--- config.mk ---
export PLATFORM = sky130hd
export DESIGN_NAME = comma_word_deser
export DESIGN_NICKNAME = d
export VERILOG_FILES = /design/src/rtl/cdes_pkg.sv /design/src/rtl/cdes_bit_src.sv /design/src/rtl/cdes_window.sv /design/src/rtl/cdes_frame_fsm.sv /design/src/rtl/comma_word_deser.sv
export SDC_FILE = /design/constraint.sdc
export NUM_CORES = 1
export LEC_CHECK = 0
export ABC_AREA = 1
export CAP_MARGIN = 25
export CORE_MARGIN = 4
export CORE_UTILIZATION = 35
export DETAILED_ROUTE_END_ITERATION = 10
export GPL_TIMING_DRIVEN = 0
export PLACE_DENSITY_LB_ADDON = 0.3
export SYNTH_ARGS = -nofsm -noshare
export SYNTH_HDL_FRONTEND = slang
export SYNTH_SLANG_ARGS = --single-unit
--- constraint.sdc ---
create_clock -name clk -period 2.1 [get_ports clk]
set_input_delay 0.63 -clock clk [delete_from_list [all_inputs] [get_ports clk]]
set_output_delay 0.63 -clock clk [all_outputs]
set_load 0.02 [all_outputs]
--- src/rtl/cdes_pkg.sv ---
package cdes_pkg;
    // Byte-clock phase control: RUN toggles at every boundary,
    // STRETCH lets one boundary pass without a toggle.
    typedef enum logic {
        ST_RUN     = 1'b0,
        ST_STRETCH = 1'b1
    } phase_st_e;
endpackage

--- src/rtl/cdes_bit_src.sv ---
module cdes_bit_src (
    input  logic line_bit,
    input  logic loop_bit,
    input  logic loop_en,
    input  logic sig_lost,
    output logic bit_sel
);
    // Signal loss wins over both sources, then the loopback select.
    always_comb begin
        if (sig_lost)
            bit_sel = 1'b1;
        else if (loop_en)
            bit_sel = loop_bit;
        else
            bit_sel = line_bit;
    end
endmodule

--- src/rtl/cdes_window.sv ---
module cdes_window #(
    parameter int                 WORD_W    = 10,
    parameter int                 COMMA_W   = 7,
    parameter logic [COMMA_W-1:0] COMMA_PAT = 7'b1111100
) (
    input  logic              clk,
    input  logic              rst,
    input  logic              bit_in,
    output logic [WORD_W-1:0] word_nx,
    output logic              comma_seen
);
    logic [WORD_W-1:0] sh_q;

    // Newest bit enters at the top; after a full word the first bit is at 0.
    assign word_nx    = {bit_in, sh_q[WORD_W-1:1]};
    // The last COMMA_W bits, oldest at the low end, against the pattern.
    assign comma_seen = (word_nx[WORD_W-1 -: COMMA_W] == COMMA_PAT);

    // Reset to ones so the stale fill can never supply the leading zeros.
    always_ff @(posedge clk) begin
        if (rst)
            sh_q <= '1;
        else
            sh_q <= word_nx;
    end
endmodule

--- src/rtl/cdes_frame_fsm.sv ---
module cdes_frame_fsm
    import cdes_pkg::*;
#(
    parameter int WORD_W  = 10,
    parameter int COMMA_W = 7
) (
    input  logic clk,
    input  logic rst,
    input  logic seek_hit,
    output logic word_done,
    output logic bclk_a,
    output logic bclk_b
);
    localparam int CNT_W   = $clog2(WORD_W);
    localparam int AGE_MAX = 2 * WORD_W;
    localparam int AGE_W   = $clog2(AGE_MAX + 1);
    localparam logic [CNT_W-1:0] LAST_CNT  = CNT_W'(WORD_W - 1);
    localparam logic [CNT_W-1:0] SNAP_CNT  = CNT_W'(COMMA_W);
    localparam logic [AGE_W-1:0] AGE_TOP   = AGE_W'(AGE_MAX);
    localparam logic [AGE_W-1:0] SHORT_LIM = AGE_W'(COMMA_W);
    localparam logic [AGE_W-1:0] MIN_HOLD  = AGE_W'(WORD_W - 1);

    phase_st_e        st_q, st_d;
    logic [CNT_W-1:0] cnt_q, cnt_d, cnt_adv;
    logic [AGE_W-1:0] age_q, age_d, age_adv;
    logic             toggle, realign;

    always_comb begin
        word_done = (cnt_q == LAST_CNT);
        cnt_adv   = word_done ? '0 : cnt_q + 1'b1;
        toggle    = word_done && (st_q == ST_RUN);
        age_adv   = toggle ? '0 : ((age_q == AGE_TOP) ? age_q : age_q + 1'b1);
        // A comma whose natural position already matches leaves all alone.
        realign   = seek_hit && (cnt_adv != SNAP_CNT);

        unique case (st_q)
            ST_RUN:     st_d = ST_RUN;
            ST_STRETCH: st_d = word_done ? ST_RUN : ST_STRETCH;
        endcase
        if (realign)
            st_d = (age_adv < SHORT_LIM) ? ST_STRETCH : ST_RUN;

        cnt_d = realign ? SNAP_CNT : cnt_adv;
        age_d = age_adv;
    end

    // State register
    always_ff @(posedge clk) begin
        if (rst) begin
            st_q  <= ST_RUN;
            cnt_q <= '0;
            age_q <= '0;
        end else begin
            st_q  <= st_d;
            cnt_q <= cnt_d;
            age_q <= age_d;
        end
    end

    // Outputs: two independent flops, each toggled at an unsuppressed boundary
    always_ff @(posedge clk) begin
        if (rst) begin
            bclk_a <= 1'b0;
            bclk_b <= 1'b1;
        end else if (toggle) begin
            bclk_a <= ~bclk_a;
            bclk_b <= ~bclk_b;
        end
    end

    assert_cnt_range_R3: assert property (@(posedge clk) disable iff (rst)
        cnt_q <= LAST_CNT);

    assert_bclk_opposite_R7: assert property (@(posedge clk) disable iff (rst)
        bclk_a != bclk_b);

    assert_level_min_R8: assert property (@(posedge clk) disable iff (rst)
        !$stable(bclk_a) |-> $past(age_q) >= MIN_HOLD);
endmodule

--- src/rtl/comma_word_deser.sv ---
module comma_word_deser #(
    parameter int                 WORD_W    = 10,
    parameter int                 COMMA_W   = 7,
    parameter logic [COMMA_W-1:0] COMMA_PAT = 7'b1111100
) (
    input  logic              clk,
    input  logic              rst,
    input  logic              line_bit,
    input  logic              tx_bit,
    input  logic              loop_en,
    input  logic              sig_lost,
    input  logic              align_en,
    output logic [WORD_W-1:0] word_out,
    output logic              sync_out,
    output logic              bclk_a,
    output logic              bclk_b
);
    localparam int LOSS_W = $clog2(WORD_W + 1);
    localparam logic [LOSS_W-1:0] LOSS_TOP  = LOSS_W'(WORD_W);
    localparam logic [LOSS_W-1:0] LOSS_NEED = LOSS_W'(WORD_W - 1);

    logic              bit_sel;
    logic [WORD_W-1:0] word_nx;
    logic              comma_seen, seek_hit, word_done;
    logic              pend_q;
    logic [LOSS_W-1:0] los_run_q;

    cdes_bit_src u_src (
        .line_bit (line_bit),
        .loop_bit (tx_bit),
        .loop_en  (loop_en),
        .sig_lost (sig_lost),
        .bit_sel  (bit_sel)
    );

    cdes_window #(
        .WORD_W    (WORD_W),
        .COMMA_W   (COMMA_W),
        .COMMA_PAT (COMMA_PAT)
    ) u_win (
        .clk        (clk),
        .rst        (rst),
        .bit_in     (bit_sel),
        .word_nx    (word_nx),
        .comma_seen (comma_seen)
    );

    assign seek_hit = comma_seen && align_en;

    cdes_frame_fsm #(
        .WORD_W  (WORD_W),
        .COMMA_W (COMMA_W)
    ) u_fsm (
        .clk       (clk),
        .rst       (rst),
        .seek_hit  (seek_hit),
        .word_done (word_done),
        .bclk_a    (bclk_a),
        .bclk_b    (bclk_b)
    );

    // Parallel word, sync flag and the pending-comma mark.
    // A hit in the same cycle as a boundary belongs to the next word.
    always_ff @(posedge clk) begin
        if (rst) begin
            word_out <= '0;
            sync_out <= 1'b0;
            pend_q   <= 1'b0;
        end else begin
            if (word_done) begin
                word_out <= word_nx;
                sync_out <= pend_q;
            end
            if (seek_hit)
                pend_q <= 1'b1;
            else if (word_done)
                pend_q <= 1'b0;
        end
    end

    // Checker-only run length of signal loss, saturating at one word.
    always_ff @(posedge clk) begin
        if (rst)
            los_run_q <= '0;
        else if (!sig_lost)
            los_run_q <= '0;
        else if (los_run_q != LOSS_TOP)
            los_run_q <= los_run_q + 1'b1;
    end

    assert_word_hold_R2: assert property (@(posedge clk) disable iff (rst)
        !word_done |=> $stable(word_out) && $stable(sync_out));

    assert_loss_high_R10: assert property (@(posedge clk) disable iff (rst)
        (word_done && sig_lost && los_run_q >= LOSS_NEED) |=> word_out == '1);
endmodule

==> results.yml <==
yosys:
  synthSimpleGateAreaFrac: 0.264
  synth-edff-count: 0
  ys_ff_latch: 33
  yosys_warnings: 0
  avgSynthCellArea_um2: 7.81
  synth_top_family_by_area: "simple AND/OR/NAND/NOR gates"
  synth_area_leaders: "dfxtp_1 (51%), nand2_1 (12%), inv_1 (7.3%), o21ai_1 (4.3%), nor2_1 (3.8%)"
  synth_fa_ha_area_frac: 0.0194
  synth_compound_area_frac: 0.0932
  synth-async-reset-ratio: 0
  synthMuxAreaShare: 0
  ys_seq_area_frac: 0.513
  synth_most_common_cell: "nand2_1"
  synth_common_cells: "nand2_1 (42), dfxtp_1 (33), inv_1 (25)"
  synthFlopType: "dfxtp_1"
  synthXorXnorAreaFrac: 0.00680
  synth_fp_nets: 174
  synth_area_mm2: 0.00129
  synth_cell_types: 22
  postSynthCellCount: 165
  synth_top_area_cell: "dfxtp_1"
  synth_top_area_frac: 0.513
global_routing:
  grt_pass1_vias: 1063
  antenna_found_initial: 0
  track_usage: 0.124
  grt_pass1_wl_um: 4320
  grt_start_max_net_pins: 11
  grt_overflow: 0
worst_setup_path:
  path_delay_family: "buffers and inverters"
  worstSetupEndpointType: "output pin"
  crit_slowest_cell: "clkdlybuf4s50_1"
  cp_max_fo: 2
  startpoint_type: "flop"
  worstPathCellList: "clkdlybuf4s50_1"
  worst-path-buf-inv: 1
  worstPathArrival_ns: 1.22
  critical_path.max_stage_delay_ns: 0.61
  worst-r2r-setup-slack_ns: 0.83
  required_ns: 1.47
  critPathKind: "flop to output pin"
pwr:
  power.leakage_nw: 0.735
  vdd_drop_max_v: 0.000457
  power_mw: 1.32
  power.density_mw_per_mm2: 802
clock_network:
  clkSinkCount: 33
  cts_buffers: 5
  cts_resized: 0
  cts_max_path_buffers: 2
  clk_pin_slew_ns: 0.06
  cts.root.buffer_cell: "clkbuf_8"
  post_cts_buffers: 0
  clkLatencyLatePin_ns: 0.28
  cts_hold_buf: 0
  cts_tree: "yes"
  h-tree-depth: 2
floorplanning:
  core_mm2: 0.00344
  die_w_um: 68.7
  initial_core_util: 0.374
  pin_count: 20
  fp.dieH_um: 68.7
  dieArea_mm2: 0.00472
  std_cell_rows: 21
timing:
  slew_violations: 0
  worst_pin_slew_ns: 0.226
  slew-limit-headroom: 0.849
  fin_crit_ns: 1.85
  holdWs_ns: 0.419
  hold_viol: 0
  finalClockSkew_ns: 0.00474
  final.setup.tns_ns: 0
  rsz0062_at_grt: "false"
  period_share: 0.881
  setup_viol: 0
  setup_ws_ns: 0.249
  fmax_mhz: 540
final_layout:
  final_cells: 237
  nets: 199
  diodes: 0
  drive_above_1_share: 0.0995
  syn_to_final_growth_pct: 27.5
status:
  status: "complete, no violations"
place:
  dp_cells: 229
  dpl_worst_slack_ns: 0.253
  port_buffers: 18
  gp_congestion: 0.767
  dp_hpwl_um: 1860
routing:
  drt_wl_total_um: 2450
  ant_nets: 0
  wl_per_cell_um: 10.4
  drcViolationCount: 0
  vias_per_cell: 4.54
  drt-initial-drc-count: 52
  dr.pass1.iters: 4
  num_vias: 1075
worst_hold_path:
  hp-class: "flop to flop"
run:
  maxCapViolCount: 0
[cell type report]
type                    count  area (um2)
well taps                  46        57.6
multi-input cells         101         494
inverters                  27         101
fillers                   331        1800
flip-flops and latches     33         661
plain buffers               4        32.5
clock buffers               7        86.3
clock inverters             1        30.0
repair buffers             18         180
[cells by family after synthesis]
logic type / after synthesis
compound gates: 24
xor+xnor: 1
fa+ha+maj: 2
buf+inv: 31
flops: 33
simple gates: 74
[power breakdown]
group | internal, mW | leakage (nW) | switching [mW]
logic | 0.0310 | 0.409 | 0.0400
clock network | 0.386 | 0.0585 | 0.210
registers | 0.638 | 0.268 | 0.0122
total | 1.06 | 0.735 | 0.262
[path summary, 6_finish.rpt]
check        depth (start not counted)                        to                      start
max                                  1               word_out[9]   word_out[9]$_SDFFE_PP0N_
min                                  2  u_win.sh_q[2]$_SDFF_PP1_   u_win.sh_q[3]$_SDFF_PP1_
max reg2reg                          9     u_fsm.st_q$_SDFF_PP0_  u_fsm.age_q[0]$_SDFF_PP0_
min reg2reg                          2  u_win.sh_q[2]$_SDFF_PP1_   u_win.sh_q[3]$_SDFF_PP1_
[cells in the final DEF, fill, tap and decap left out]
cell type and n:
a21oi_1 9, and3_1 1, buf_2 2, buf_6 2, bufinv_16 1, clkbuf_1 1
clkbuf_8 6, clkdlybuf4s50_1 18, dfxtp_1 33, ha_1 2, inv_1 25, inv_2 2
nand2_1 42, nand2_2 1, nand3_1 8, nand3_2 1, nand3_4 1, nand3b_1 1
nand4_1 2, nor2_1 13, nor2_2 1, nor2_4 2, nor3_1 1, o21ai_0 4
o21ai_1 11, xor2_1 1
[per-stage QoR]
stage	cell area (um2)	utilization
6_report	1640	0.477
5_1_grt	1640	0.477
4_1_cts	1640	0.477
3_5_place_dp	1530	0.443
3_3_place_gp	1530	0.443
2_1_floorplan	1290	-
[flip-flops by register name, summed over array words and instances, names as in the netlist, 4 cells and up]
signal	cells
u_fsm.age_q	5
u_fsm.cnt_q	4
u_win.sh_q	9
word_out	10
[routing by layer]
metal | wire, um | up-vias | global-route usage
met2 | 1160 | 21 | 0.205
met5 | 0 | - | 0
met1 | 1110 | 485 | 0.142
met4 | 63 | 0 | 0.0695
li1 | - | 563 | -
met3 | 123 | 6 | 0.0373
(Power assumes the default switching activity.)
